$ cat config.mk
export PLATFORM = sky130hd
export DESIGN_NAME = pwm_bank
export DESIGN_NICKNAME = d
export VERILOG_FILES = /design/src/rtl/pwmgen_pkg.sv /design/src/rtl/pwm_ctl_reg.sv /design/src/rtl/pwm_prescale.sv /design/src/rtl/pwm_phase.sv /design/src/rtl/pwm_bank.sv
export SDC_FILE = /design/constraint.sdc
export NUM_CORES = 1
export LEC_CHECK = 0
export BUFFER_PORTS_ARGS = -buffer_cell sky130_fd_sc_hd__buf_2
export CAP_MARGIN = 20
export CORE_ASPECT_RATIO = 0.9
export CORE_MARGIN = 2
export CORE_UTILIZATION = 30
export CTS_CLUSTER_SIZE = 20
export DETAILED_ROUTE_END_ITERATION = 10
export PLACE_DENSITY = 0.48
export SLEW_MARGIN = 40
export SYNTH_ARGS = -nofsm -noshare
export SYNTH_HDL_FRONTEND = slang
export SYNTH_SLANG_ARGS = --single-unit
export TNS_END_PERCENT = 5
$ cat constraint.sdc
create_clock -name clk -period 2.5 [get_ports clk]
set_clock_uncertainty 0.05 [all_clocks]
set_input_delay 0.5 -clock clk [delete_from_list [all_inputs] [get_ports clk]]
set_output_delay 0.5 -clock clk [all_outputs]
set_load 0.05 [all_outputs]
$ cat src/rtl/pwmgen_pkg.sv
package pwmgen_pkg;

   localparam int WORD_W     = 32;
   localparam int RUN_BIT    = 31;
   localparam int FULL_BIT   = 24;
   localparam int WIDTH_LSB  = 16;
   localparam int WIDTH_W    = 8;
   localparam int DIV_LSB    = 0;
   localparam int DIV_W      = 13;
   localparam int STRIDE_LSB = 4;
   localparam int MAX_CH     = 4;

   localparam logic [WORD_W-1:0] STORE_MASK = 32'h81FF_1FFF;

   typedef struct packed {
      logic               run;
      logic               full;
      logic [WIDTH_W-1:0] width;
      logic [DIV_W-1:0]   div;
   } chan_cfg_t;

   function automatic chan_cfg_t decode_word(input logic [WORD_W-1:0] w);
      chan_cfg_t c;
      c.run   = w[RUN_BIT];
      c.full  = w[FULL_BIT];
      c.width = w[WIDTH_LSB +: WIDTH_W];
      c.div   = w[DIV_LSB +: DIV_W];
      return c;
   endfunction

endpackage

$ cat src/rtl/pwm_ctl_reg.sv
module pwm_ctl_reg
   import pwmgen_pkg::*;
(
   input  logic              clk,
   input  logic              rst_n,
   input  logic              wr,
   input  logic [WORD_W-1:0] wdata,
   output logic [WORD_W-1:0] word_q,
   output chan_cfg_t         cfg
);

   always_ff @(posedge clk) begin
      if (!rst_n)
         word_q <= '0;
      else if (wr)
         word_q <= wdata & STORE_MASK;
   end

   assign cfg = decode_word(word_q);

   // a write stores exactly the implemented bits
   a_r3_load: assert property (@(posedge clk) disable iff (!rst_n)
      wr |=> (word_q == ($past(wdata) & STORE_MASK)));

   // with no write the word holds
   a_r3_hold: assert property (@(posedge clk) disable iff (!rst_n)
      !wr |=> $stable(word_q));

endmodule

$ cat src/rtl/pwm_prescale.sv
module pwm_prescale #(
   parameter int DW = 13
) (
   input  logic          clk,
   input  logic          rst_n,
   input  logic          run,
   input  logic          restart,
   input  logic [DW-1:0] div,
   output logic          tick
);

   logic [DW-1:0] cnt;

   always_ff @(posedge clk) begin
      if (!rst_n || restart || !run)
         cnt <= '0;
      else if (cnt == div)
         cnt <= '0;
      else
         cnt <= cnt + 1'b1;
   end

   assign tick = run && (cnt == div);

   // the count never passes the divider while running
   a_r4_bound: assert property (@(posedge clk) disable iff (!rst_n)
      (run && !restart) |-> (cnt <= div));

   // counting up one per clock until the terminal value
   a_r4_count: assert property (@(posedge clk) disable iff (!rst_n)
      (run && !restart && !tick) |=> (cnt == $past(cnt) + 1'b1));

   // a restart clears the prescaler
   a_r8_clear: assert property (@(posedge clk) disable iff (!rst_n)
      restart |=> (cnt == '0));

endmodule

$ cat src/rtl/pwm_phase.sv
module pwm_phase #(
   parameter int PW = 8
) (
   input  logic          clk,
   input  logic          rst_n,
   input  logic          run,
   input  logic          restart,
   input  logic          tick,
   input  logic          full,
   input  logic [PW-1:0] width,
   output logic          pwm
);

   logic [PW-1:0] phase;

   always_ff @(posedge clk) begin
      if (!rst_n || restart || !run)
         phase <= '0;
      else if (tick)
         phase <= phase + 1'b1;
   end

   assign pwm = run && (full || (phase < width));

   // each tick advances the phase by one, wrapping after 2**PW
   a_r4_advance: assert property (@(posedge clk) disable iff (!rst_n)
      (run && tick && !restart) |=> (phase == $past(phase) + 1'b1));

   // a restart returns the phase to the start of a period
   a_r8_phase0: assert property (@(posedge clk) disable iff (!rst_n)
      restart |=> (phase == '0));

endmodule

$ cat src/rtl/pwm_bank.sv
module pwm_bank
   import pwmgen_pkg::*;
#(
   parameter int NUM_CH = 4,
   parameter int ADDR_W = 8
) (
   input  logic              clk,
   input  logic              rst_n,
   input  logic              bus_sel,
   input  logic              bus_we,
   input  logic [ADDR_W-1:0] bus_addr,
   input  logic [31:0]       bus_wdata,
   output logic [31:0]       bus_rdata,
   output logic [NUM_CH-1:0] pwm_out
);

   localparam int IDX_W = ADDR_W - STRIDE_LSB;

   if (NUM_CH < 1 || NUM_CH > MAX_CH) begin : g_bad_ch
      $error("pwm_bank: NUM_CH must lie in 1..4");
   end
   if (IDX_W < 1 || (1 << IDX_W) < NUM_CH) begin : g_bad_addr
      $error("pwm_bank: ADDR_W too narrow for NUM_CH");
   end

   logic              off_ok;
   logic [IDX_W-1:0]  idx;
   logic [NUM_CH-1:0] hit;
   logic [NUM_CH-1:0] wr;
   logic [31:0]       word_q [NUM_CH];

   assign off_ok = (bus_addr[STRIDE_LSB-1:0] == '0);
   assign idx    = bus_addr[ADDR_W-1:STRIDE_LSB];

   for (genvar c = 0; c < NUM_CH; c++) begin : g_ch
      chan_cfg_t cfg;
      logic      tick;

      assign hit[c] = off_ok && (idx == IDX_W'(c));
      assign wr[c]  = bus_sel && bus_we && hit[c];

      pwm_ctl_reg u_reg (
         .clk    (clk),
         .rst_n  (rst_n),
         .wr     (wr[c]),
         .wdata  (bus_wdata),
         .word_q (word_q[c]),
         .cfg    (cfg)
      );

      pwm_prescale #(.DW(DIV_W)) u_pre (
         .clk     (clk),
         .rst_n   (rst_n),
         .run     (cfg.run),
         .restart (wr[c]),
         .div     (cfg.div),
         .tick    (tick)
      );

      pwm_phase #(.PW(WIDTH_W)) u_ph (
         .clk     (clk),
         .rst_n   (rst_n),
         .run     (cfg.run),
         .restart (wr[c]),
         .tick    (tick),
         .full    (cfg.full),
         .width   (cfg.width),
         .pwm     (pwm_out[c])
      );
   end

   always_comb begin
      bus_rdata = '0;
      for (int c = 0; c < NUM_CH; c++)
         if (hit[c]) bus_rdata = bus_rdata | word_q[c];
   end

   // at most one channel decodes any address
   a_r2_onehot: assert property (@(posedge clk) disable iff (!rst_n)
      $onehot0(hit));

endmodule

==> After elaboration in Yosys (flattened, before gate mapping) <==
Index checks and enable logic that the tools add are counted.
{ "word_totals": {"regBits": 176, "input_bits": 44, "out_inout_bits": 36} }
{ "classes": {"n_addsub": 8, "order_cmp": 4, "n_eq_ne": 7, "mux": 4, "bitwise_logic": 3, "n_reduce_logical": 40} }
{ "ops": {"columns": ["op", "count"], "rows": [
  ["$mux W32", 4],
  ["$or A32 B32 Y32", 3],
  ["$add A13 B1 Y13 const B", 4],
  ["$eq A13 B13 Y1", 4],
  ["$add A8 B1 Y8 const B", 4],
  ["$lt A8 B8 Y1", 4],
  ["$logic_and A1 B1 Y1", 17],
  ["$logic_or A1 B1 Y1", 12],
  ["$eq A4 B2 Y1 const B", 2],
  ["$logic_not A4 Y1", 2],
  ["$reduce_or A2 Y1", 4],
  ["$logic_not A1 Y1", 5],
  ["$eq A4 B1 Y1 const B", 1]
]} }

==> Depth between registers and ports, before layout <==
Gate-level depths: netlist of run 1.
{ "depth": {"depth_word": 9, "depth_mapped": 8} }

==> Cells and area by module <==
From an unflattened synthesis of run 1, not the netlist that was laid out.
{ "unflattened": {"hier_cells": 1079, "area_unflattened_um2": 11131.9} }
{ "by_module_without_submodules": {"columns": ["mod", "instances", "cells_per_inst", "area_each_um2", "seq_area_each_um2"], "rows": [
  ["pwm_ctl_reg", 4, 107, 1137.3, 460.4],
  ["pwm_prescale", 4, 79, 829.5, 260.2],
  ["pwm_phase", 4, 61, 534.3, 160.2],
  ["pwm_bank", 1, 91, 1127.3, 0.0]
]} }

==> Least setup slack after synthesis of run 1 <==
No wires, ideal clock.
{ "synth_timing": {"kind": "input -> output", "startpoint": "input bus_addr[4]", "endpoint": "output bus_rdata[10]", "arrival_time_ns": 2.015, "required_time_ns": 1.950, "slack_ns": -0.065, "stages": 4, "cell_sequence": "clkbuf_1 buf_2 mux4_2 and3_1"} }
{ "synth_between": {"elab_chain_len": 9, "word_cells_on_any_way": 15} }
{ "synth_rtl": {"columns": ["item", "line", "text"], "rows": [
  ["start, declared", "pwm_bank.sv:11", "input logic [ADDR_W-1:0] bus_addr,"],
  ["$logic_not A4 Y1", "pwm_bank.sv:39", "assign hit[c] = off_ok && (idx == IDX_W'(c));"],
  ["$logic_and A1 B1 Y1", "pwm_bank.sv:39", null],
  ["$mux W32", "pwm_bank.sv:75", "if (hit[c]) bus_rdata = bus_rdata | word_q[c];"],
  ["$or A32 B32 Y32", "pwm_bank.sv:75", null],
  ["$mux W32", "pwm_bank.sv:75", null],
  ["$or A32 B32 Y32", "pwm_bank.sv:75", null],
  ["$mux W32", "pwm_bank.sv:75", null],
  ["$or A32 B32 Y32", "pwm_bank.sv:75", null],
  ["$mux W32 (*)", "pwm_bank.sv:75", null],
  ["end, declared", "pwm_bank.sv:13", "output logic [31:0] bus_rdata,"]
]} }
Every way passes the cells marked *; elsewhere a longest branch is shown, timed or not.

==> Worst setup path in the final report of run 1 <==
{ "layout_timing": {"startpoint": "register g_ch[3].u_reg.word_q[22]", "endpoint": "output pwm_out[3]"} }
{ "layout_between": {"elab_chain_len": 3} }
{ "layout_rtl": {"columns": ["item", "line", "text"], "rows": [
  ["start, declared", "pwm_ctl_reg.sv:8", "output logic [WORD_W-1:0] word_q,"],
  ["start signal, assigned", "pwm_ctl_reg.sv:16", "word_q <= wdata & STORE_MASK;"],
  ["$lt A8 B8 Y1", "pwm_phase.sv:23", "assign pwm = run && (full || (phase < width));"],
  ["$logic_or A1 B1 Y1", "pwm_phase.sv:23", null],
  ["$logic_and A1 B1 Y1", "pwm_phase.sv:23", null],
  ["end, declared", "pwm_bank.sv:14", "output logic [NUM_CH-1:0] pwm_out"]
]} }
No other way between the ends.

==> results of run 1 <==
metrics by stage:
stage	area (µm²)	worst slack, ns	instances	util	power, mW
floorplan	9264	-0.06513	1050	-	2.993
global placement	10290	0.02233	1503	0.3418	3.079
detailed placement	10290	0.02227	1503	0.3418	3.080
CTS	11360	-0.06803	1548	0.3773	6.135
global route	11390	-0.1336	1550	0.3782	6.256
finish	11390	-0.04068	1550	0.3782	6.069
cell usage in the layout, fill, tap and decap left out, drive strengths merged, types with 22 or more instances in the layout:
master	n
a21boi	69
dfxtp	176
xor2	35
and3	48
nor2	71
buf	130
ha	36
mux4	23
nand3	32
xnor2	68
nand4	22
mux2i	25
inv	44
nand2	171
nor2b	23
worst min path at each step:
| stage | startpoint | to | slack, ns |
|---|---|---|---|
| finish | bus_wdata[23] | g_ch[0].u_reg.word_q[23]$_SDFFE_PN0P_ | 0.30 |
| floorplan | g_ch[0].u_reg.word_q[17]$_SDFFE_PN0P_ | g_ch[0].u_reg.word_q[17]$_SDFFE_PN0P_ | 0.39 |
| detailed placement | g_ch[0].u_pre.cnt[0]$_SDFF_PP0_ | g_ch[0].u_pre.cnt[0]$_SDFF_PP0_ | 0.42 |
| global route | bus_wdata[23] | g_ch[0].u_reg.word_q[23]$_SDFFE_PN0P_ | 0.31 |
| CTS | bus_wdata[23] | g_ch[0].u_reg.word_q[23]$_SDFFE_PN0P_ | 0.28 |
| global placement | g_ch[0].u_pre.cnt[0]$_SDFF_PP0_ | g_ch[0].u_pre.cnt[0]$_SDFF_PP0_ | 0.43 |
critical path: stages, from the launching register on:
cell	delay, ns
dfxtp_2	0.34
inv_2	0.04
ha_4	0.21
and3_4	0.17
a221oi_2	0.28
o21ai_1	0.10
a41oi_2	0.22
buf_6	0.19
repair_timing:
action                                  CTS  global route
endpoints found under the setup margin    4             4
cloned                                    0             0
pin swaps                                30             8
gates resized for setup                  73             4
endpoints found under the hold margin     0             0
buffers inserted                         16             2
cell families after synthesis:
| kind of cell | synth area share |
|---|---|
| buffers and inverters | 0.04946 |
| adders and majority gates | 0.04878 |
| xor gates and xnor gates | 0.09770 |
| AOI/OAI and AO/OA | 0.1081 |
| and+or+nand+nor | 0.2283 |
| DFF | 0.3816 |
| other | 0.0004061 |
| muxes | 0.08564 |
metal layers:
metal  part of all wire  up-vias  global-route usage
met5                  0        -                   0
met4              0.012        0             0.03872
met3              0.028       24             0.02557
met2               0.47       89              0.2677
met1               0.49     3553              0.2263
li1                   -     3777                   -
registers in the layout (all words and copies together) (netlist names):
signal and cells:
g_ch.u_ph.phase 32, g_ch.u_pre.cnt 52, g_ch.u_reg.word_q 92
layout make-up:
type | count | area, µm² | share of cell area
inverters | 43 | 161.4 | 0.01418
clock inverters | 9 | 206.4 | 0.01813
multi-input cells | 769 | 5537 | 0.4863
well taps | 403 | 504.2 | 0.04429
repair buffers | 130 | 960.9 | 0.08440
clock buffers | 20 | 456.7 | 0.04011
flip-flops and latches | 176 | 3560 | 0.3126
power by group:
part	total [mW]	leakage (nW)	switching, mW	internal (mW)
registers	2.80	1.43	0.00126	2.80
logic	0.211	2.31	0.133	0.0777
clock network	3.05	0.323	1.13	1.92
total	6.07	4.07	1.27	4.80
==> metrics.txt, run 1 <==
status finished with violations; violated checks negative setup slack; CTS Hold Bufs 0; Critical Path Source g_ch[3].u_reg.word_q[22]$_SDFFE_PN0P_; pin count of the biggest net entering global routing 67; YS warnings 0; initial antenna violation count 0; Cell Pwr Density ~530 nW/µm²; CTS tree built; Final #Nets approximately 1,200; dpl hpwl ~19,000 µm; TritonCTS Sinks between 150 and 200; post-synth cell types 43; Top FF cell, synth dfxtp_1; period utilization 1.016; CP Class reg2out; H-Tree Depth 4; CTS Buffer Depth 2; Ports 80; DRC viols 0; layout cell share with drive strength beyond 1 0.2267; Leak Pwr approximately 4 nW; crit path max fanout 2; Post-synth EDFFs 0; slew at the pin with the worst max-slew slack between 0.5 and 0.6 ns; CP startpoint kind flip-flop; Post-synth top cells dfxtp_1, nand2_1, nor2_1; r2r setup slk between 0.2 and 0.25 ns; Post-Synthesis Cells approximately 1,000; FMAX around 0.39 GHz; Vias/cell approximately 4.8; root buf cell clkbuf_16; port bufs around 60; post-synth top area cell dfxtp_1; initial drt markers 480; Post-Route WL ~26,000 µm; grt ovf 0; top-area cell type share of the netlist area 0.3816; Total Routing Usage GR 0.1637; Worst EP required a little under 2 ns; die area 32,200 µm²; share of flip-flops with an asynchronous set or reset 0; cell depth of the worst hold path 3; maximum vdd drop 0.0004937 V; RR Endpoint g_ch[1].u_ph.phase[6]$_SDFFE_PP0P_; Synth Register Bits 176; CP Capture Type output pin; DRT Pass-1 Iters 5; routability cong. 0.7915; Synth-to-Final Area Change 23.31%; reg2reg path depth 5; Fin Setup TNS -0.05559 ns; vias between 7,000 and 8,000; vias in the first global route 7,163; first-pass GRT wire length between 40,000 and 50,000 µm; worst setup path end pwm_out[3]; RSZ-0062 raised after global routing true; Row Count 60; Filler cells roughly 3,100; post-synthesis cell area 9234 µm²; Rel. slew slack 0.6058; Final ANT Viol Nets 0; final setup fails 3; clk_lat worst skew 0.44 ns; CTS buffer count 17; max_cap viols 0; Die Wd about 190 µm; Final Max Slew Viols 0; Initial Util 0.3067; Hold Crit Class in2reg; WHS around 0.3 ns; Arrival @ worst endpoint 1.99 ns; reg2reg start g_ch[1].u_reg.word_q[9]$_SDFFE_PN0P_; WL/cell approximately 16 µm; setup ws final -0.04068 ns; clock-pin slew on the worst setup and hold paths ~0.07 ns; crit path time final 2.541 ns; Die Y approximately 170 µm; post-synthesis sequential area ratio 0.3816; Hold Vio Cnt, Final 0; # diodes 0; top-count cell post-synth dfxtp_1; Core Area between 30,000 and 40,000 µm²; Syn Area/Cell a little under 9 µm²; largest cells by area after synthesis dfxtp_1, nand2_1, xnor2_1
No activity file was read; power rests on OpenSTA's default activity.
==> run 2: changes to the inputs <==
PLACE_DENSITY = 0.47   (was 0.48)
SKIP_CTS_REPAIR_TIMING = 1   (was unset)
SYNTH_HIERARCHICAL = 1   (was unset)
==> run 2 against run 1 <==
The run still ends with negative setup slack left. Core utilization is 4.1 points lower. Hold slack better by 0.035 ns. Clock-buffer cell count is 3 lower. Synthesized cell count is 3.6% higher. Clock power is 14% lower. Final cell count is 0.45% higher. Sequential cell count stayed put. Combinational power is 12% higher. Area after synthesis is 21% higher. Critical endpoint unchanged. Largest cell class unchanged. Largest power group is now registers.
==> metrics.txt, run 2 <==
post-route cell area 12,240 µm² (+7.5%); Final Max Slew Viols 0 (unchanged); Top Layer Used met4; root buf cell clkbuf_16; M1 WL 13,220 µm (+4.9%); Initial Util 0.3064 (-0.0003627); TritonCTS Sinks 176 (unchanged); FMAX 0.3997 GHz (+1.6%); Worst EP required 1.95 ns (about the same); Synth Area in Simple Gates 0.2143 (-0.01398); most frequent cells in the layout dfxtp_1, mux2i_1, nor2b_1, xnor2_1, buf_2; Leak Pwr 4.054 nW (-0.29%); setup ws final -0.001884 ns (+0.03879 ns); Die Y 186.7 µm (+9.6%); Top FF cell, synth dfxtp_1; grt ovf 0 (unchanged); Synth Register Bits 176 (unchanged); routability cong. 0.7607 (-3.9%); placed inst area 11,320 µm² (+10%); WL/cell 16.21 µm (-1.5%); initial drt markers 296 (-38%); CTS Buffer Depth 2 (unchanged); first-pass GRT wire length 39,940 µm (-1.8%); CP startpoint kind flip-flop; Comb pwr share 0.042 (+0.007); maximum vdd drop 0.0004456 V (-9.7%); Top reg by flops g_ch.u_reg/word_q; post-synthesis sequential area ratio 0.3165 (-0.06506); CP Capture Type output pin; Post-Route WL 25,240 µm (-1.1%); violated checks negative setup slack; Hold Vio Cnt, Final 0 (unchanged); Cell Pwr Density 462.4 nW/µm² (-13%); Cell Int Power 4.239 mW (-12%); max_cap viols 0 (unchanged); post-synth top area cell dfxtp_1; top-count cell post-synth dfxtp_1; clk_lat worst skew 0.44 ns (about the same); Total Routing Usage GR 0.1317 (-0.03205); Power Total 5.661 mW (-6.7%); Sw Ratio 0.2511 (+0.04197); Rel. slew slack 0.5888 (-0.01699); die area 38,670 µm² (+20%); crit path time final 2.502 ns (-0.03879 ns); xor-xnor portion of the synthesized cell area 0.09486 (-0.002833); Fin Setup TNS -0.001884 ns (+0.05370 ns); clock-pin slew on the worst setup and hold paths 0.07 ns (about the same); Ports 80 (unchanged); Row Count 66 (+10%); status finished with violations; top-area cell type share of the netlist area 0.3165 (-0.06506); Synth-to-Final Area Change 9.981%; dpl hpwl 19,310 µm (+0.33%); Sequential Power Share 0.495 (+0.033); Clk pwr share 0.463 (-0.040); largest cells by area after synthesis dfxtp_1, mux2i_1, buf_4; share of flip-flops with an asynchronous set or reset 0 (unchanged); Die Wd 207.1 µm (+9.6%); Final ANT Viol Nets 0 (unchanged); slew at the pin with the worst max-slew slack 0.6190 ns (+0.02767 ns); vias 6,984 (-6.2%); YS warnings 6 (+6); period utilization 1.001 (-0.01552); post-synthesis mux area share 0.1567 (+0.07105); Post-Synthesis Cells 1,079 (+3.6%); worst slack at placement 0.05873 ns (+0.03645 ns); post-synthesis adder-cell area fraction 0.04046 (-0.008317); layout cell share with drive strength beyond 1 0.2926 (+0.06591); port bufs 61 (unchanged); vias in the first global route 6,899 (-3.7%); commonest non-fill, non-tap cell in the layout dfxtp_1; DRC viols 0 (unchanged); Hold Crit Class in2reg; max reg flops 92 (unchanged); initial antenna violation count 2 (+2); final setup fails 1 (-2); CTS buffer count 17 (unchanged); post-synth cell types 45 (+4.7%); CP Class reg2out; crit path max fanout 3 (+1); Compound-Gate Fraction of Synth Area 0.03057 (-0.07756); Arrival @ worst endpoint 1.95 ns (-0.04 ns); Post-synth EDFFs 0 (unchanged); Filler cells 3,717 (+22%); combinational family with the most area after synthesis simple AND/OR/NAND/NOR gates; Final #Nets 1,147 (-5.8%); Vias/cell 4.486 (-6.6%); Post-synth top cells dfxtp_1, buf_4, mux2i_1; CTS tree built; Syn Area/Cell 10.32 µm² (+16%); post-synthesis cell area 11,130 µm² (+21%); met2 routed WL 11,000 µm (-7.4%); Regs by FF count g_ch.u_reg/word_q (92), g_ch.u_pre/cnt (52), g_ch.u_ph/phase (32); Met3 Routed Length 658 µm (-9.0%); DRT Pass-1 Iters 4 (-1); Core Area 36,330 µm² (+21%); RSZ-0062 raised after global routing true; H-Tree Depth 4 (unchanged); sw power 1.421 mW (+12%); pin count of the biggest net entering global routing 49 (-27%)
-- run 2: cell count changes after synthesis, sizes merged, moves of 10 or more --
| cell | delta |
|---|---|
| a21boi | -69 |
| a21o | -13 |
| buf | +140 |
| clkbuf | -24 |
| mux2i | +75 |
| nand2 | -149 |
| nor2 | -33 |
| nor2b | +69 |
| nor3 | +34 |
| nor4 | +11 |
| o31ai | -10 |
| or4 | -13 |
| xnor2 | +16 |
-- run 2: layout make-up --
| type | instances | area, µm² | share of cell area |
|---|---|---|---|
| inverters | 48 | 180.2 | 0.01472 |
| diodes | 1 | 2.502 | 0.0002044 |
| repair buffers | 115 | 940.9 | 0.07685 |
| multi-input cells | 709 | 6399 | 0.5226 |
| flip-flops and latches | 176 | 3555 | 0.2903 |
| clock buffers | 17 | 425.4 | 0.03475 |
| well taps | 476 | 595.6 | 0.04865 |
| clock inverters | 15 | 145.1 | 0.01185 |
-- run 2: final timing paths --
kind	start	end	slack, ns	cells past startpoint
setup / recovery	g_ch[3].u_reg/word_q[18]$_SDFFE_PN0P_	pwm_out[3]	-0.002	7
hold / removal	bus_wdata[0]	g_ch[2].u_reg/word_q[0]$_SDFFE_PN0P_	0.33	3
setup reg to reg	g_ch[1].u_pre/cnt[2]$_SDFF_PP0_	g_ch[1].u_ph/phase[7]$_SDFFE_PP0P_	0.28	7
hold reg to reg	g_ch[2].u_ph/phase[7]$_SDFFE_PP0P_	g_ch[2].u_ph/phase[7]$_SDFFE_PP0P_	0.44	2
-- run 2: power groups by stage --
stage | Sequential (mW) | Combinational, mW | Clock [mW]
finish | 2.80 | 0.237 | 2.62
global route | 2.80 | 0.257 | 2.83
CTS | 2.80 | 0.237 | 2.72
detailed placement | 2.87 | 0.236 | 0
global placement | 2.87 | 0.235 | 0
floorplan | 2.87 | 0.176 | 0
-- run 2: cell families (layout without fill, tap and decap cells) --
family | Yosys count | count (layout)
multiplexers | 132 | 132
buffers and inverters | 226 | 195
other | 4 | 37
AND/OR/NAND/NOR | 341 | 341
adder cells (fa/ha/maj) | 36 | 36
AO/OA/AOI/OAI | 52 | 52
XOR/XNOR | 112 | 112
flip-flops | 176 | 176
-- run 2: metal layers --
layer  vias to the layer above  GRT usage
li1                       3538          -
met1                      3350     0.1911
met2                        79     0.1981
met3                        17    0.02575
met4                         0    0.03544
met5                         -          0
-- run 2: critical path: stages, from the launching register on --
cell,delay [ns]
dfxtp_2,0.35
inv_2,0.05
ha_4,0.20
o21a_1,0.20
o2111ai_2,0.22
o21ai_2,0.11
a31oi_4,0.21
buf_6,0.19
-- run 2: metrics by stage --
stage	hold slack (ns)	utilization	instances
after floorplan	0.4118	-	1111
after global routing	0.3298	0.3369	1557
final	0.3347	0.3369	1557
after detailed placement	0.4376	0.3116	1518
after global placement	0.4306	0.3116	1518
after CTS	0.3156	0.3273	1550
